$ cat src/rtl/serial_regfile_pkg.sv
package serial_regfile_pkg;

   localparam int unsigned BUS_W  = 32;
   localparam int unsigned CHAR_W = 8;
   localparam int unsigned MDM_N  = 4;

   typedef enum logic [2:0] {
      W_DATA  = 3'd0,
      W_IEN   = 3'd1,
      W_IID   = 3'd2,
      W_LCTL  = 3'd3,
      W_MCTL  = 3'd4,
      W_LSTAT = 3'd5,
      W_MSTAT = 3'd6,
      W_DIV   = 3'd7
   } word_e;

   typedef enum logic [2:0] {
      ID_LINE = 3'b110,
      ID_RXD  = 3'b100,
      ID_THR  = 3'b010,
      ID_MDM  = 3'b000,
      ID_NONE = 3'b001
   } iid_e;

   // enable word bit positions
   localparam int unsigned EN_RXD  = 0;
   localparam int unsigned EN_THR  = 1;
   localparam int unsigned EN_LINE = 2;
   localparam int unsigned EN_MDM  = 3;

   // index of the ring line inside the modem vector
   localparam int unsigned RING_IDX = 2;

endpackage

$ cat src/rtl/srf_rx_status.sv
module srf_rx_status
   import serial_regfile_pkg::*;
#(
   parameter int unsigned W = CHAR_W
) (
   input  logic         clk,
   input  logic         rst_n,
   input  logic         rx_valid,
   input  logic [W-1:0] rx_byte,
   input  logic [2:0]   rx_errs,    // {break, framing, parity}
   input  logic         rd_data,
   input  logic         rd_lsr,
   output logic [W-1:0] hold_q,
   output logic         dr_q,
   output logic         oe_q,
   output logic [2:0]   err_q
);

   logic ovr_now;

   // a character counts as overrun only if the holder stays occupied this cycle
   assign ovr_now = rx_valid & dr_q & ~rd_data;

   always_ff @(posedge clk) begin
      if (!rst_n) begin
         hold_q <= '0;
         dr_q   <= 1'b0;
         oe_q   <= 1'b0;
         err_q  <= '0;
      end else begin
         if (rx_valid) begin
            hold_q <= rx_byte;
            dr_q   <= 1'b1;
         end else if (rd_data) begin
            dr_q   <= 1'b0;
         end
         oe_q  <= (oe_q & ~rd_lsr) | ovr_now;
         err_q <= (err_q & {3{~rd_lsr}}) | (rx_errs & {3{rx_valid}});
      end
   end

endmodule

$ cat src/rtl/srf_modem_delta.sv
module srf_modem_delta
   import serial_regfile_pkg::*;
#(
   parameter int unsigned N    = MDM_N,
   parameter int unsigned RING = RING_IDX
) (
   input  logic         clk,
   input  logic         rst_n,
   input  logic [N-1:0] lines_in,
   input  logic         rd_msr,
   output logic [N-1:0] state_q,
   output logic [N-1:0] delta_q
);

   generate
      if (RING >= N) begin : g_bad_ring
         $error("srf_modem_delta: RING must index a line");
      end
   endgenerate

   for (genvar i = 0; i < N; i++) begin : g_line
      logic hit;
      if (i == RING) begin : g_trail
         assign hit = state_q[i] & ~lines_in[i];
      end else begin : g_any
         assign hit = state_q[i] ^ lines_in[i];
      end

      always_ff @(posedge clk) begin
         if (!rst_n) begin
            state_q[i] <= 1'b0;
            delta_q[i] <= 1'b0;
         end else begin
            state_q[i] <= lines_in[i];
            delta_q[i] <= (delta_q[i] & ~rd_msr) | hit;
         end
      end
   end

endmodule

$ cat src/rtl/srf_irq_prio.sv
module srf_irq_prio
   import serial_regfile_pkg::*;
(
   input  logic [3:0] en,
   input  logic       line_err,
   input  logic       rx_ready_data,
   input  logic       thr_empty,
   input  logic       mdm_delta,
   output logic [2:0] iid,
   output logic       irq
);

   always_comb begin
      iid = ID_NONE;
      irq = 1'b0;
      if (line_err && en[EN_LINE]) begin
         iid = ID_LINE;
         irq = 1'b1;
      end else if (rx_ready_data && en[EN_RXD]) begin
         iid = ID_RXD;
         irq = 1'b1;
      end else if (thr_empty && en[EN_THR]) begin
         iid = ID_THR;
         irq = 1'b1;
      end else if (mdm_delta && en[EN_MDM]) begin
         iid = ID_MDM;
         irq = 1'b1;
      end
   end

endmodule

$ cat src/rtl/serial_regfile.sv
module serial_regfile
   import serial_regfile_pkg::*;
#(
   parameter int unsigned ADDR_W = 8,
   parameter int unsigned DIV_W  = 16
) (
   input  logic              clk,
   input  logic              rst_n,
   input  logic [ADDR_W-1:0] bus_addr,
   input  logic              bus_wr,
   input  logic              bus_rd,
   input  logic [31:0]       bus_wdata,
   output logic [31:0]       bus_rdata,
   input  logic              rx_valid,
   input  logic [7:0]        rx_byte,
   input  logic              rx_perr,
   input  logic              rx_ferr,
   input  logic              rx_brk,
   output logic              rx_ready,
   output logic              tx_valid,
   output logic [7:0]        tx_byte,
   input  logic              tx_hold_empty,
   input  logic              tx_line_idle,
   input  logic [3:0]        modem_lines,
   output logic [7:0]        cfg_lcr,
   output logic [1:0]        cfg_mcr,
   output logic [DIV_W-1:0]  cfg_div,
   output logic              irq
);

   localparam int unsigned IDX_LO = 2;
   localparam int unsigned IDX_HI = 4;

   generate
      if (ADDR_W < IDX_HI + 1) begin : g_bad_addr
         $error("serial_regfile: ADDR_W too small for eight words");
      end
      if (DIV_W < 1 || DIV_W > BUS_W) begin : g_bad_div
         $error("serial_regfile: DIV_W out of range");
      end
   endgenerate

   // ---------------- decode ----------------
   logic  hit;
   word_e widx;
   logic  wr_data, rd_data, rd_lsr, rd_msr;
   logic  unused_wdata;

   assign hit     = (bus_addr[IDX_LO-1:0] == '0) && ((bus_addr >> (IDX_HI + 1)) == '0);
   assign widx    = word_e'(bus_addr[IDX_HI:IDX_LO]);
   assign wr_data = bus_wr & hit & (widx == W_DATA);
   assign rd_data = bus_rd & hit & (widx == W_DATA);
   assign rd_lsr  = bus_rd & hit & (widx == W_LSTAT);
   assign rd_msr  = bus_rd & hit & (widx == W_MSTAT);
   assign unused_wdata = ^bus_wdata;

   // ---------------- write-only settings and transmit ----------------
   logic [3:0] ier_q;
   logic       thre_q, temt_q;

   always_ff @(posedge clk) begin
      if (!rst_n) begin
         ier_q    <= '0;
         cfg_lcr  <= '0;
         cfg_mcr  <= '0;
         cfg_div  <= '0;
         tx_valid <= 1'b0;
         tx_byte  <= '0;
         thre_q   <= 1'b1;
         temt_q   <= 1'b1;
      end else begin
         tx_valid <= wr_data;
         if (wr_data) tx_byte <= bus_wdata[7:0];
         if (bus_wr && hit) begin
            unique case (widx)
               W_IEN:   ier_q   <= bus_wdata[3:0];
               W_LCTL:  cfg_lcr <= bus_wdata[7:0];
               W_MCTL:  cfg_mcr <= bus_wdata[1:0];
               W_DIV:   cfg_div <= bus_wdata[DIV_W-1:0];
               default: ;
            endcase
         end
         thre_q <= tx_hold_empty;
         temt_q <= tx_line_idle;
      end
   end

   // ---------------- receive holder and line status ----------------
   logic [7:0] hold_q;
   logic       dr_q, oe_q;
   logic [2:0] err_q;
   logic [6:0] lsr_w;

   srf_rx_status #(.W(CHAR_W)) rx_i (
      .clk      (clk),
      .rst_n    (rst_n),
      .rx_valid (rx_valid),
      .rx_byte  (rx_byte),
      .rx_errs  ({rx_brk, rx_ferr, rx_perr}),
      .rd_data  (rd_data),
      .rd_lsr   (rd_lsr),
      .hold_q   (hold_q),
      .dr_q     (dr_q),
      .oe_q     (oe_q),
      .err_q    (err_q)
   );

   assign lsr_w    = {temt_q, thre_q, err_q, oe_q, dr_q};
   assign rx_ready = ~dr_q;

   // ---------------- modem status ----------------
   logic [3:0] mdm_state, mdm_delta;

   srf_modem_delta #(.N(MDM_N), .RING(RING_IDX)) mdm_i (
      .clk      (clk),
      .rst_n    (rst_n),
      .lines_in (modem_lines),
      .rd_msr   (rd_msr),
      .state_q  (mdm_state),
      .delta_q  (mdm_delta)
   );

   // ---------------- interrupt ----------------
   logic [2:0] iid;

   srf_irq_prio prio_i (
      .en            (ier_q),
      .line_err      (oe_q | (|err_q)),
      .rx_ready_data (dr_q),
      .thr_empty     (thre_q),
      .mdm_delta     (|mdm_delta),
      .iid           (iid),
      .irq           (irq)
   );

   // ---------------- read mux ----------------
   always_comb begin
      bus_rdata = '0;
      if (hit) begin
         unique case (widx)
            W_DATA:  bus_rdata[7:0] = hold_q;
            W_IID:   bus_rdata[2:0] = iid;
            W_LSTAT: bus_rdata[6:0] = lsr_w;
            W_MSTAT: bus_rdata[7:0] = {mdm_state, mdm_delta};
            default: bus_rdata = '0;
         endcase
      end
   end

endmodule

$ cat config.mk
export PLATFORM = sky130hd
export DESIGN_NAME = serial_regfile
export DESIGN_NICKNAME = d
export VERILOG_FILES = /design/src/rtl/serial_regfile_pkg.sv /design/src/rtl/srf_rx_status.sv /design/src/rtl/srf_modem_delta.sv /design/src/rtl/srf_irq_prio.sv /design/src/rtl/serial_regfile.sv
export SDC_FILE = /design/constraint.sdc
export NUM_CORES = 1
export LEC_CHECK = 0
export ABC_AREA = 0
export BUFFER_PORTS_ARGS = -buffer_cell sky130_fd_sc_hd__buf_2
export CAP_MARGIN = 25
export CORE_MARGIN = 3
export CORE_UTILIZATION = 43
export DETAILED_ROUTE_END_ITERATION = 10
export PLACE_DENSITY_LB_ADDON = 0.05
export SYNTH_ARGS = -nofsm -noshare
export SYNTH_HDL_FRONTEND = slang
export SYNTH_HIERARCHICAL = 1
export SYNTH_SLANG_ARGS = --single-unit
$ cat constraint.sdc
create_clock -name clk -period 2.1 [get_ports clk]
set_input_delay 0.315 -clock clk [delete_from_list [all_inputs] [get_ports clk]]
set_output_delay 0.315 -clock clk [all_outputs]
set_load 0.05 [all_outputs]
Word level (Yosys, flattened, before mapping)
Index checks and enable logic that the tools add are counted.
{ "totals": {"ff_bits": 62, "inputBits": 62, "output_inout_bits": 69, "elab_cells": 88} }
{ "classes": {"reduce_logical": 16, "eq_ne": 7, "n_bitwise": 31, "muxes": 14} }
{ "ops": {"columns": ["operator", "n"], "rows": [
  ["bitwise AND 1 bit", 14],
  ["== test 3 bit, second input constant", 4],
  ["one-hot mux 3 bit (4 select lines)", 1],
  ["one-hot mux 4 bit (3 select lines)", 1],
  ["two-way mux 3 bit", 3],
  ["zero test 8 bit", 1],
  ["two-way mux 8 bit", 1],
  ["AND reduction 2 bit", 4],
  ["two-way mux 1 bit", 7],
  ["bitwise AND 3 bit", 2],
  ["== test 3 x 2 -> 1 bit, second input constant", 2],
  ["logical AND 1 bit", 6],
  ["OR 1 bit", 6],
  ["NOT 1 bit", 5],
  ["OR reduction 4 bit", 1],
  ["== test 3 x 1 -> 1 bit, second input constant", 1],
  ["zero test 3 bit", 1],
  ["OR 3 bit", 1],
  ["OR reduction 3 bit", 1],
  ["bitwise XOR 1 bit", 3],
  ["zero test 2 bit", 1],
  ["one-hot mux 1 bit (2 select lines)", 1],
  ["nonzero test 2 bit", 1]
]} }

Depth between registers and ports, before layout
Gate-level depths: netlist (run 1).
{ "depth": {"word_depth": 8, "ltp_mapped": 7} }

Cells and area by module
The synthesis (run 1) kept the hierarchy.
{ "by_module_without_submodules": {"columns": ["mod", "n_inst", "area_each_um2", "cells_each"], "rows": [
  ["serial_regfile", 1, 2129.5, 240],
  ["srf_rx_status", 1, 513.0, 45],
  ["srf_modem_delta", 1, 274.0, 24],
  ["srf_irq_prio", 1, 41.3, 5]
]} }

Least setup slack after synthesis (run 1)
No wires, ideal clock.
{ "synth_timing": {"path_type": "in2out", "from": "input port bus_addr[1]", "to": "output port bus_rdata[7]", "path_stages": 5, "path_buffers": 2, "slack_ps": -719, "t_arrival_ps": 2504, "required_ps": 1785, "cell_sequence": "or4_4 buf_6 or2_1 clkbuf_1 nor3_1"} }
{ "synth_between": {"elab_chain_cells": 3} }
{ "synth_lines": {"columns": ["item", "line", "rtl"], "rows": [
  ["from (decl)", "serial_regfile.sv:9", "input logic [ADDR_W-1:0] bus_addr,"],
  ["zero test 2 bit", "serial_regfile.sv:49", "assign hit = (bus_addr[IDX_LO-1:0] == '0) && ((bus_addr >> (IDX_HI + 1)) == '0);"],
  ["logical AND 1 bit", "serial_regfile.sv:49", null],
  ["two-way mux 8 bit", "serial_regfile.sv:139", "if (hit) begin"],
  ["to (decl)", "serial_regfile.sv:13", "output logic [31:0] bus_rdata,"]
]} }
No other way between the ends.

Final worst setup path (run 1)
{ "layout_timing": {"from": "register rx_i.oe_q", "to": "output port bus_rdata[0]"} }
{ "layout_between": {"elab_chain_cells": 5} }
{ "layout_lines": {"columns": ["item", "line", "rtl"], "rows": [
  ["from (decl)", "srf_rx_status.sv:15", "output logic oe_q,"],
  ["from (signal assigned)", "srf_rx_status.sv:37", "oe_q <= (oe_q & ~rd_lsr) | ovr_now;"],
  ["OR 1 bit", "serial_regfile.sv:128", ".line_err (oe_q | (|err_q)),"],
  ["logical AND 1 bit", "srf_irq_prio.sv:16", "if (line_err && en[EN_LINE]) begin"],
  ["two-way mux 3 bit", "srf_irq_prio.sv:16", null],
  ["via iid[0]", "serial_regfile.sv:124", "logic [2:0] iid;"],
  ["one-hot mux 3 bit (4 select lines)", "serial_regfile.sv:140", "unique case (widx)"],
  ["two-way mux 8 bit", "serial_regfile.sv:139", null]
]} }
The timed path passes the listed nets, and every way through them passes these cells.

==> results of run 1 <==
state kept, by name (all words and copies together) (netlist names), 2 cells and up:
signal / flops
cfg_lcr: 8
mdm_i/state_q: 4
tx_byte: 8
mdm_i/delta_q: 4
ier_q: 4
rx_i/err_q: 3
cfg_mcr: 2
cfg_div: 16
rx_i/hold_q: 8
power by group through the flow:
stage / clock [mW] / sequential, mW / combinational (mW)
after detailed placement: 0 / 1.25 / 0.332
after global placement: 0 / 1.25 / 0.329
after floorplan: 0 / 1.25 / 0.268
final: 1.16 / 1.22 / 0.340
after global routing: 1.24 / 1.22 / 0.369
after CTS: 1.19 / 1.22 / 0.339
critical path, stage by stage, from the launching register on:
cell and delay, ps:
dfxtp_2 330, or4_4 540, a22o_1 220, a221oi_2 180, mux2i_1 110, or3_4 390, a21oi_4 140, buf_6 170
layout make-up:
type	instances	area share, %
Multi-Input combinational cell	228	41.4
Sequential cell	62	32.1
Timing Repair Buffer	117	18.0
Clock buffer	9	3.20
Clock inverter	7	2.52
Tap cell	77	2.49
Inverter	3	0.291
repair_timing:
item | in CTS | in global routing
gates cloned | 0 | 0
endpoints found under the setup margin | 4 | 4
buffers inserted | 1 | 2
gates resized for setup | 11 | 0
pin swaps | 2 | 1
kinds of logic after synthesis:
group / count (synthesis)
compound gates: 28
simple gates: 124
flops: 62
mux: 49
xor+xnor: 3
buf+inv: 47
other cells: 1
cells in the mapped netlist, drive strengths merged, types with 2 or more instances:
cell,instances
nand3,2
mux2i,49
nor2b,9
and2,4
nor4,2
clkbuf,11
o21ai,7
nand2,63
a21boi,7
a21oi,7
nor3,5
dfxtp,62
nand2b,10
inv,3
or3,3
and3b,13
buf,33
nor3b,3
xnor2,3
or4,4
worst min path at each step:
stage                      start           to
floorplan           tx_line_idle       temt_q
global placement     cfg_div[13]  cfg_div[13]
detailed placement    cfg_lcr[1]   cfg_lcr[1]
CTS                 tx_line_idle       temt_q
global route        tx_line_idle       temt_q
finish              tx_line_idle       temt_q
metal layers:
metal | GRT usage (%) | vias up
met3 | 4.98 | 8
met4 | 8.12 | 0
li1 | - | 1225
met5 | 0 | -
met2 | 29.6 | 70
met1 | 22.6 | 1109
==> flow_metrics.tcl, run 1 <==
set metrics [dict create \
    routed_wl_um 6950 \
    layout_common_cells "buf_2, nand2_1, dfxtp_1, mux2i_1, buf_4" \
    critical_path_class "reg -> out" \
    clk_latency_ps 330 \
    fin_nets 483 \
    reg2regPathDepth 5 \
    reg2reg_to "rx_i/oe_q" \
    fin_crit_sh_pct 130 \
    final-setup-viol-count 4 \
    initial_core_util_pct 45.5 \
    hold_viol_final 0 \
    dp_cells 485 \
    grt_pass1_vias 2338 \
    die_area_um2 7910 \
    synth_mux_area_share_pct 16.6 \
    r2r_start "rx_i/oe_q" \
    required_ps 1780 \
    synth_top_family_by_area "simple AND/OR/NAND/NOR gates" \
    peakVddDrop_mv 0.357 \
    wl_met3_um 441 \
    postRouteAntennaNets 0 \
    setup_ws_ps -630 \
    dpl.hpwl_um 5010 \
    grt-ovfl-total 0 \
    dr.pass1.iters 4 \
    ys_seq_area_share_pct 42.0 \
    p_leak_nw 1.78 \
    setup.worst_path.end_class "primary output" \
    cts_tree "done" \
    pwr_density_cell_nw_per_um2 702 \
    cts.sinks 62 \
    violations "negative setup slack" \
    outcome "finished with violations" \
    post-synth-top-area-cell "dfxtp_1" \
    synth_ff_type "dfxtp_1" \
    placed_cell_area_um2 3600 \
    cp-startpoint "rx_i/oe_q" \
    synthArstFlopShare_pct 0 \
    synth-edff-count 0 \
    yosysTopAreaCellShare_pct 42.0 \
    clk_path_buf_depth 2 \
    syn-cell-area_um2 2960 \
    viasPerCell 4.80 \
    max_freq_mhz 366 \
    synth_fa_ha_area_share_pct 0 \
    avgRoutedWirePerCell_um 13.8 \
    yosys_warnings 6 \
    switching_share_pct 26.8 \
    hold_buffers 0 \
    synth_cells 314 \
    fin_util_pct 59.7 \
    num-fill-cells 603 \
    cts.clk_slew.worst_paths_ps 70 \
    n_antenna_cell 0 \
    vias 2412 \
    pre_cts_slack_ps -342 \
    drt-initial-drc-count 81 \
    gp_congestion 0.793 \
    final_area_um2 3870 \
    grt_first_pass_wirelength_um 11000 \
    synthToLayoutAreaGrowth_pct 31.0 \
    intPower_mw 1.99 \
    synthTopCellsByArea "dfxtp_1, mux2i_1, nand2_1" \
    startpoint_type "flip-flop" \
    synth-compound-area-share_pct 6.30 \
    grt.total_usage_pct 18.2 \
    rsz0062_at_grt "yes" \
    synth_seq_cells 62 \
    portBuffers 90 \
    critPathArrivalTime_ps 2420 \
    cts.root.buffer_cell "clkbuf_8" \
    synth_cell_types 44 \
    drc_errors 0 \
    fin_tns_setup_ps -1320 \
    fin_crit_ps 2730 \
    avgSynthCellArea_um2 9.42 \
    layout_commonest_cell "buf_2" \
    synth-xor-area-share_pct 0.888 \
    register_area_um2 1240 \
    power_frac_comb_pct 12.5 \
    io_pins 131 \
    wl_met1_um 3100 \
    holdPathStages 2 \
    cts_max_level 3 \
    hold_path.class "in -> reg" \
    cap_violations 0 \
    rows 29 \
    r2r_slack_ps 940 \
    die_y_um 88.9 \
    slew_viol_final 0 \
    final.setup_skew_ps 1.24 \
    p_seq_share_pct 44.9 \
    instances_no_fill 503 \
    layout-drive-gt1-share_pct 36.2 \
    antenna_found_initial 0 \
    synth_simple_gate_area_share_pct 23.5 \
    timing.hold.ws_ps 150 \
    wl_met2_um 3300 \
    grt_max_degree 29 \
    numCtsBuffers 9 \
    crit_path_max_fanout 2 \
    routed.top_layer "met4" \
    p_clk_share_pct 42.6 \
    p_total_mw 2.72 \
    die_w_um 88.9 \
    coreArea_um2 6490 \
    multi_input_area_um2 1600 \
    p_switching_mw 0.729 \
    critPathCapture "bus_rdata[0]" \
]
No activity file was read; power rests on OpenSTA's default activity.
==> run 2: changes to the inputs <==
--- a/config.mk
+++ b/config.mk
@@ -6,11 +6,11 @@
 export NUM_CORES = 1
 export LEC_CHECK = 0
 export ABC_AREA = 0
-export BUFFER_PORTS_ARGS = -buffer_cell sky130_fd_sc_hd__buf_2
 export CAP_MARGIN = 25
 export CORE_MARGIN = 3
-export CORE_UTILIZATION = 43
+export CORE_UTILIZATION = 45
 export DETAILED_ROUTE_END_ITERATION = 10
+export DONT_BUFFER_PORTS = 1
 export PLACE_DENSITY_LB_ADDON = 0.05
 export SYNTH_ARGS = -nofsm -noshare
 export SYNTH_HDL_FRONTEND = slang
==> run 2 against run 1 <==
Compared with the run above:
- the flow still finishes with violations (negative setup slack)
- cell area decreased by 10%
- flip-flop and latch count unchanged
- sequential power about the same
- worst setup slack improved by 46 ps
- die area decreased by 4.1%
- critical path type unchanged
- largest cell class unchanged
- highest routed layer unchanged
==> flow_metrics.tcl, run 2 (synthesis gave the netlist of run 1 again) <==
set metrics [dict create \
    layout_common_cells "nand2_1, dfxtp_1, mux2i_1, conb_1, buf_4" \
    pre_cts_slack_ps -260 \
    routed_wl_um 6360 \
    cts_tree "done" \
    synthToLayoutAreaGrowth_pct 17.7 \
    die_y_um 87.1 \
    initial_core_util_pct 48.2 \
    grt-ovfl-total 0 \
    coreArea_um2 6130 \
    reg2reg_to "cfg_div[5]" \
    r2r_slack_ps 1130 \
    cts.sinks 62 \
    die_area_um2 7580 \
    pwr_density_cell_nw_per_um2 727 \
    final-setup-viol-count 4 \
    max_freq_mhz 373 \
    cp-startpoint "rx_i/err_q[0]" \
    worstPathCellList "or4_4, a22o_1, a221oi_2, mux2i_1, or3_4, a21oi_4, buf_12" \
    dpl.hpwl_um 4500 \
    cap_violations 0 \
    slew_headroom_pct 64.5 \
    gp_congestion 0.738 \
    p_leak_nw 1.35 \
    avgRoutedWirePerCell_um 15.5 \
    setup_ws_ps -584 \
    p_seq_share_pct 48.5 \
    p_total_mw 2.53 \
    antenna_found_initial 1 \
    final.setup_skew_ps 3.04 \
    rows 28 \
    critPathArrivalTime_ps 2370 \
    drc_errors 0 \
    grt_first_pass_wirelength_um 10200 \
    hold_viol_final 0 \
    p_switching_mw 0.689 \
    dr.pass1.iters 4 \
    grt_busiest_layer "met2" \
    switching_share_pct 27.3 \
    peakVddDrop_mv 0.554 \
    layout-drive-gt1-share_pct 19.2 \
    clk_latency_ps 330 \
    violations "negative setup slack" \
    portBuffers 0 \
    io_pins 131 \
    holdPathStages 1 \
    cts_max_level 3 \
    use_met2_pct 26.9 \
    power_frac_comb_pct 9.2 \
    setup.worst_path.end_class "primary output" \
    viasPerCell 5.06 \
    rsz0062_at_grt "yes" \
    clk_path_buf_depth 2 \
    grt_max_degree 80 \
    top_register "cfg_div" \
    cts.root.buffer_cell "clkbuf_8" \
    cp_slowest_cell "or4_4" \
    hold_path.class "in -> reg" \
    tightest_slew_ps 532 \
    numCtsBuffers 9 \
    slowest_delay_ps 530 \
    whs_endpoint "thre_q" \
    fin_nets 390 \
    crit_path_max_fanout 2 \
    postRouteAntennaNets 0 \
    startpoint_type "flip-flop" \
    hold_start "rst_n" \
    fin_crit_sh_pct 128 \
    slew_viol_final 0 \
    largest_reg_flops 16 \
    hold_buffers 0 \
    p_clk_share_pct 42.4 \
    grt_util_met1_pct 22.9 \
    vias 2071 \
    die_w_um 87.1 \
    grt.total_usage_pct 17.6 \
    cts.clk_slew.worst_paths_ps 70 \
    grt_pass1_vias 2024 \
    drt-initial-drc-count 62 \
    required_ps 1780 \
    fin_util_pct 56.8 \
    reg2regPathDepth 2 \
    fin_crit_ps 2680 \
    outcome "finished with violations" \
    layout_commonest_cell "nand2_1" \
    use_met3_pct 7.19 \
    critical_path_class "reg -> out" \
    intPower_mw 1.84 \
    r2r_start "cfg_div[5]" \
]
==> run 2: changes by cell type in the layout (fill, tap and decap cells not counted), moves of 2 or more <==
cell	previous run	this run
buf_12	2	9
buf_2	86	0
buf_4	26	15
buf_6	3	0
clkinv_4	1	3
==> run 2: layer usage <==
layer / share of wire (%) / wire, um / vias to the layer above
li1: - / - / 1047
met1: 44 / 2810 / 950
met4: 1.1 / 67 / 0
met5: 0 / 0 / -
met3: 8.1 / 513 / 6
met2: 47 / 2960 / 68
==> run 2: stage by stage <==
step	std cells	hold slack, ps	area (um2)	setup TNS (ps)
final	409	82.2	3480	-1420
after CTS	408	51.8	3470	-1540
after detailed placement	391	411	3220	-260
after floorplan	337	416	3160	-276
after global routing	409	60.0	3480	-1720
after global placement	391	405	3220	-254
==> run 2: power groups by stage <==
stage | Clock (mW) | Combinational (mW) | Sequential (mW)
after global placement | 0 | 0.224 | 1.25
after CTS | 1.11 | 0.230 | 1.23
final | 1.07 | 0.231 | 1.23
after floorplan | 0 | 0.268 | 1.25
after global routing | 1.16 | 0.249 | 1.23
after detailed placement | 0 | 0.225 | 1.25
==> run 2: cell type report <==
cell class / instances / area (um2)
inverter: 3 / 11.3
multi-input combinational: 228 / 1630
tap: 75 / 93.8
clock buffer: 9 / 124
clock inverter: 7 / 81.3
sequential: 62 / 1240
timing repair buffer: 24 / 293
fill: 557 / 2650
antenna: 1 / 2.50
==> run 2: worst max-delay path by stage <==
stage / to / slack (ps)
2_1_floorplan: bus_rdata[0] / -230
3_3_place_gp: bus_rdata[0] / -250
3_5_place_dp: bus_rdata[0] / -260
4_1_cts: bus_rdata[0] / -600
5_1_grt: bus_rdata[0] / -650
6_report: bus_rdata[0] / -580
==> run 2: what timing repair did <==
item,in CTS,in global routing
pin swaps,6,5
setup endpoints to repair,4,4
setup buffers,1,0
resized for setup,7,2
==> run 2: worst max-delay path: cells and delay by family (launching register included) <==
family / cells / cell delay (ps)
AO/OA/AOI/OAI: 3 / 560
multiplexers: 1 / 120
AND/OR/NAND/NOR: 2 / 880
buffers and inverters: 1 / 150
flip-flops: 1 / 320
==> run 3: changes to the inputs <==
--- a/config.mk
+++ b/config.mk
@@ -14,5 +14,4 @@
 export PLACE_DENSITY_LB_ADDON = 0.05
 export SYNTH_ARGS = -nofsm -noshare
 export SYNTH_HDL_FRONTEND = slang
-export SYNTH_HIERARCHICAL = 1
 export SYNTH_SLANG_ARGS = --single-unit
==> run 3 against run 2 <==
Compared with the run above:
- the flow still finishes with violations (negative setup slack)
- synthesized cell count decreased by 6.4%
- non-clock buffer count shrank 5
- via count is 4.2% lower
- worst setup slack gained 460 ps
- highest routed layer unchanged
==> flow_metrics.tcl, run 3 <==
set metrics [dict create \
    outcome "finished with violations" \
    violations "negative setup slack" \
    crit_path_max_fanout 2 \
    required_ps 1780 \
    clk_latency_ps 330 \
    grt-ovfl-total 0 \
    synthArstFlopShare_pct 0 \
    yosysMostFrequentCell "dfxtp_1" \
    grt_max_degree 71 \
    n_antenna_cell 0 \
    critical_path_class "reg -> out" \
    synth_mux_area_share_pct 6.85 \
    final-setup-viol-count 4 \
    grt.total_usage_pct 17.9 \
    die_w_um 82.5 \
    drt-initial-drc-count 111 \
    clk_path_buf_depth 2 \
    dpl.hpwl_um 4230 \
    gp_congestion 0.740 \
    synth_seq_cells 62 \
    slew_headroom_pct 63.8 \
    vias 1984 \
    cts_tree "done" \
    avgRoutedWirePerCell_um 16.1 \
    max_freq_mhz 450 \
    hold_path.class "in -> reg" \
    cap_violations 0 \
    syn-cell-area_um2 2630 \
    viasPerCell 5.23 \
    pwr_density_cell_nw_per_um2 843 \
    setup.worst_path.end_class "primary output" \
    ys_seq_area_share_pct 47.2 \
    cts.clk_slew.worst_paths_ps 70 \
    startpoint_type "flip-flop" \
    instances_no_fill 379 \
    p_leak_nw 1.23 \
    portBuffers 0 \
    synth_cell_types 37 \
    synth-edff-count 0 \
    post-synth-top-area-cell "dfxtp_1" \
    pre_cts_slack_ps 116 \
    yosysTopAreaCellShare_pct 47.2 \
    dr.pass1.iters 4 \
    numCtsBuffers 9 \
    synth_ff_type "dfxtp_1" \
    synth_cells 294 \
    synth-xor-area-share_pct 0.999 \
    die_y_um 82.5 \
    synth_common_cells "dfxtp_1, nand3_1, nand2_1, o21ai_0, buf_4" \
    grt_first_pass_wirelength_um 8840 \
    layout-drive-gt1-share_pct 14.7 \
    hold_buffers 0 \
    fin_crit_ps 2220 \
    synthTopCellsByArea "dfxtp_1, mux2i_1, buf_4" \
    die_area_um2 6800 \
    cts.root.buffer_cell "clkbuf_8" \
    slew_viol_final 0 \
    cts.sinks 62 \
    rsz0062_at_grt "yes" \
    drc_errors 0 \
    largest_reg_flops 16 \
    io_pins 131 \
    yosys_warnings 0 \
    top_register "cfg_div" \
    dp_cells 361 \
    fin_nets 364 \
    synth_simple_gate_area_share_pct 18.6 \
    initial_core_util_pct 47.2 \
    peakVddDrop_mv 0.386 \
    critPathArrivalTime_ps 1900 \
    rows 27 \
    fin_crit_sh_pct 106 \
    grt_pass1_vias 1752 \
    cts_max_level 3 \
    synth_top_family_by_area "simple AND/OR/NAND/NOR gates" \
    final.setup_skew_ps 1.27 \
    synth-compound-area-share_pct 15.6 \
    tightest_slew_ps 542 \
    synth_fa_ha_area_share_pct 0 \
    hold_viol_final 0 \
    antenna_found_initial 0 \
    layout_common_cells "dfxtp_1, nand3_1, nand2_1, o21ai_0, conb_1" \
    routed_wl_um 6110 \
    synthToLayoutAreaGrowth_pct 12.3 \
    layout_commonest_cell "dfxtp_1" \
    avgSynthCellArea_um2 8.95 \
    postRouteAntennaNets 0 \
    coreArea_um2 5570 \
    setup_ws_ps -120 \
]
[run 3: cell count changes in the layout (fill, tap and decap cells not counted), sizes merged, moves of 6 or more]
cell,previous run,this run
nand3,2,31
and3b,13,1
nor2b,9,2
mux2i,49,18
nor2,1,17
o21ai,7,29
nand2,63,29
a22o,1,9
a21boi,7,1
nand2b,10,3
[run 3: stage by stage]
| step | total power [mW] | hold WS, ps | cell area, um2 | TNS (ps) | util [%] |
|---|---|---|---|---|---|
| after CTS | 2.52 | 39.2 | 2940 | -109 | 52.7 |
| after global placement | 1.46 | 397 | 2690 | 0 | 48.3 |
| after global routing | 2.59 | 44.2 | 2950 | -464 | 53.0 |
| final | 2.49 | 75.4 | 2950 | -214 | 53.0 |
| after floorplan | 1.50 | 416 | 2730 | -307 | - |
| after detailed placement | 1.46 | 398 | 2690 | 0 | 48.3 |
[run 3: per-layer routing]
layer | routed length (um) | GRT usage [%] | up-vias
li1 | - | - | 998
met1 | 2780 | 24.7 | 894
met2 | 2610 | 24.7 | 86
met3 | 637 | 5.75 | 6
met4 | 88 | 9.47 | 0
met5 | 0 | 0 | -
[run 3: path summary, 6_finish.rpt]
kind | from | to | slack [ps] | cells past startpoint
worst min-delay path | rst_n | temt_q | 80 | 1
worst max register to register | rx_i.dr_q | rx_i.oe_q | 840 | 3
worst max-delay path | rx_i.oe_q | bus_rdata[0] | -120 | 5
worst min register to register | ier_q[1] | ier_q[1] | 490 | 2
[run 3: cell type report]
| cell class | instances | area [um2] |
|---|---|---|
| multi-input combinational | 207 | 1250 |
| timing repair buffer | 19 | 163 |
| fill | 554 | 2620 |
| inverter | 3 | 11.3 |
| sequential | 62 | 1240 |
| clock inverter | 5 | 58.8 |
| tap | 72 | 90.1 |
| clock buffer | 11 | 141 |
[run 3: logic make-up after synthesis]
group | after synthesis
flops | 62
buf+inv | 48
compound gates | 62
xor+xnor | 3
other cells | 1
mux | 18
simple gates | 100
[run 3: repair_timing]
action                                 4_1_cts  5_1_grt
pin swaps                                    3        1
endpoints found under the hold margin        0        0
resized for setup                            8        2
setup endpoints to repair                    4        4
buffers inserted                             2        0
[run 3: report_power, final]
part / internal, mW / total, mW / switching [mW]
logic: 0.0545 / 0.206 / 0.151
clock network: 0.580 / 1.05 / 0.465
registers: 1.21 / 1.24 / 0.0310
[run 3: worst max-delay path, stage by stage, from the launching register on]
cell and delay (ps):
dfxtp_2 340, o41ai_4 360, a21boi_2 250, nand4_1 150, a211oi_2 270, buf_6 200
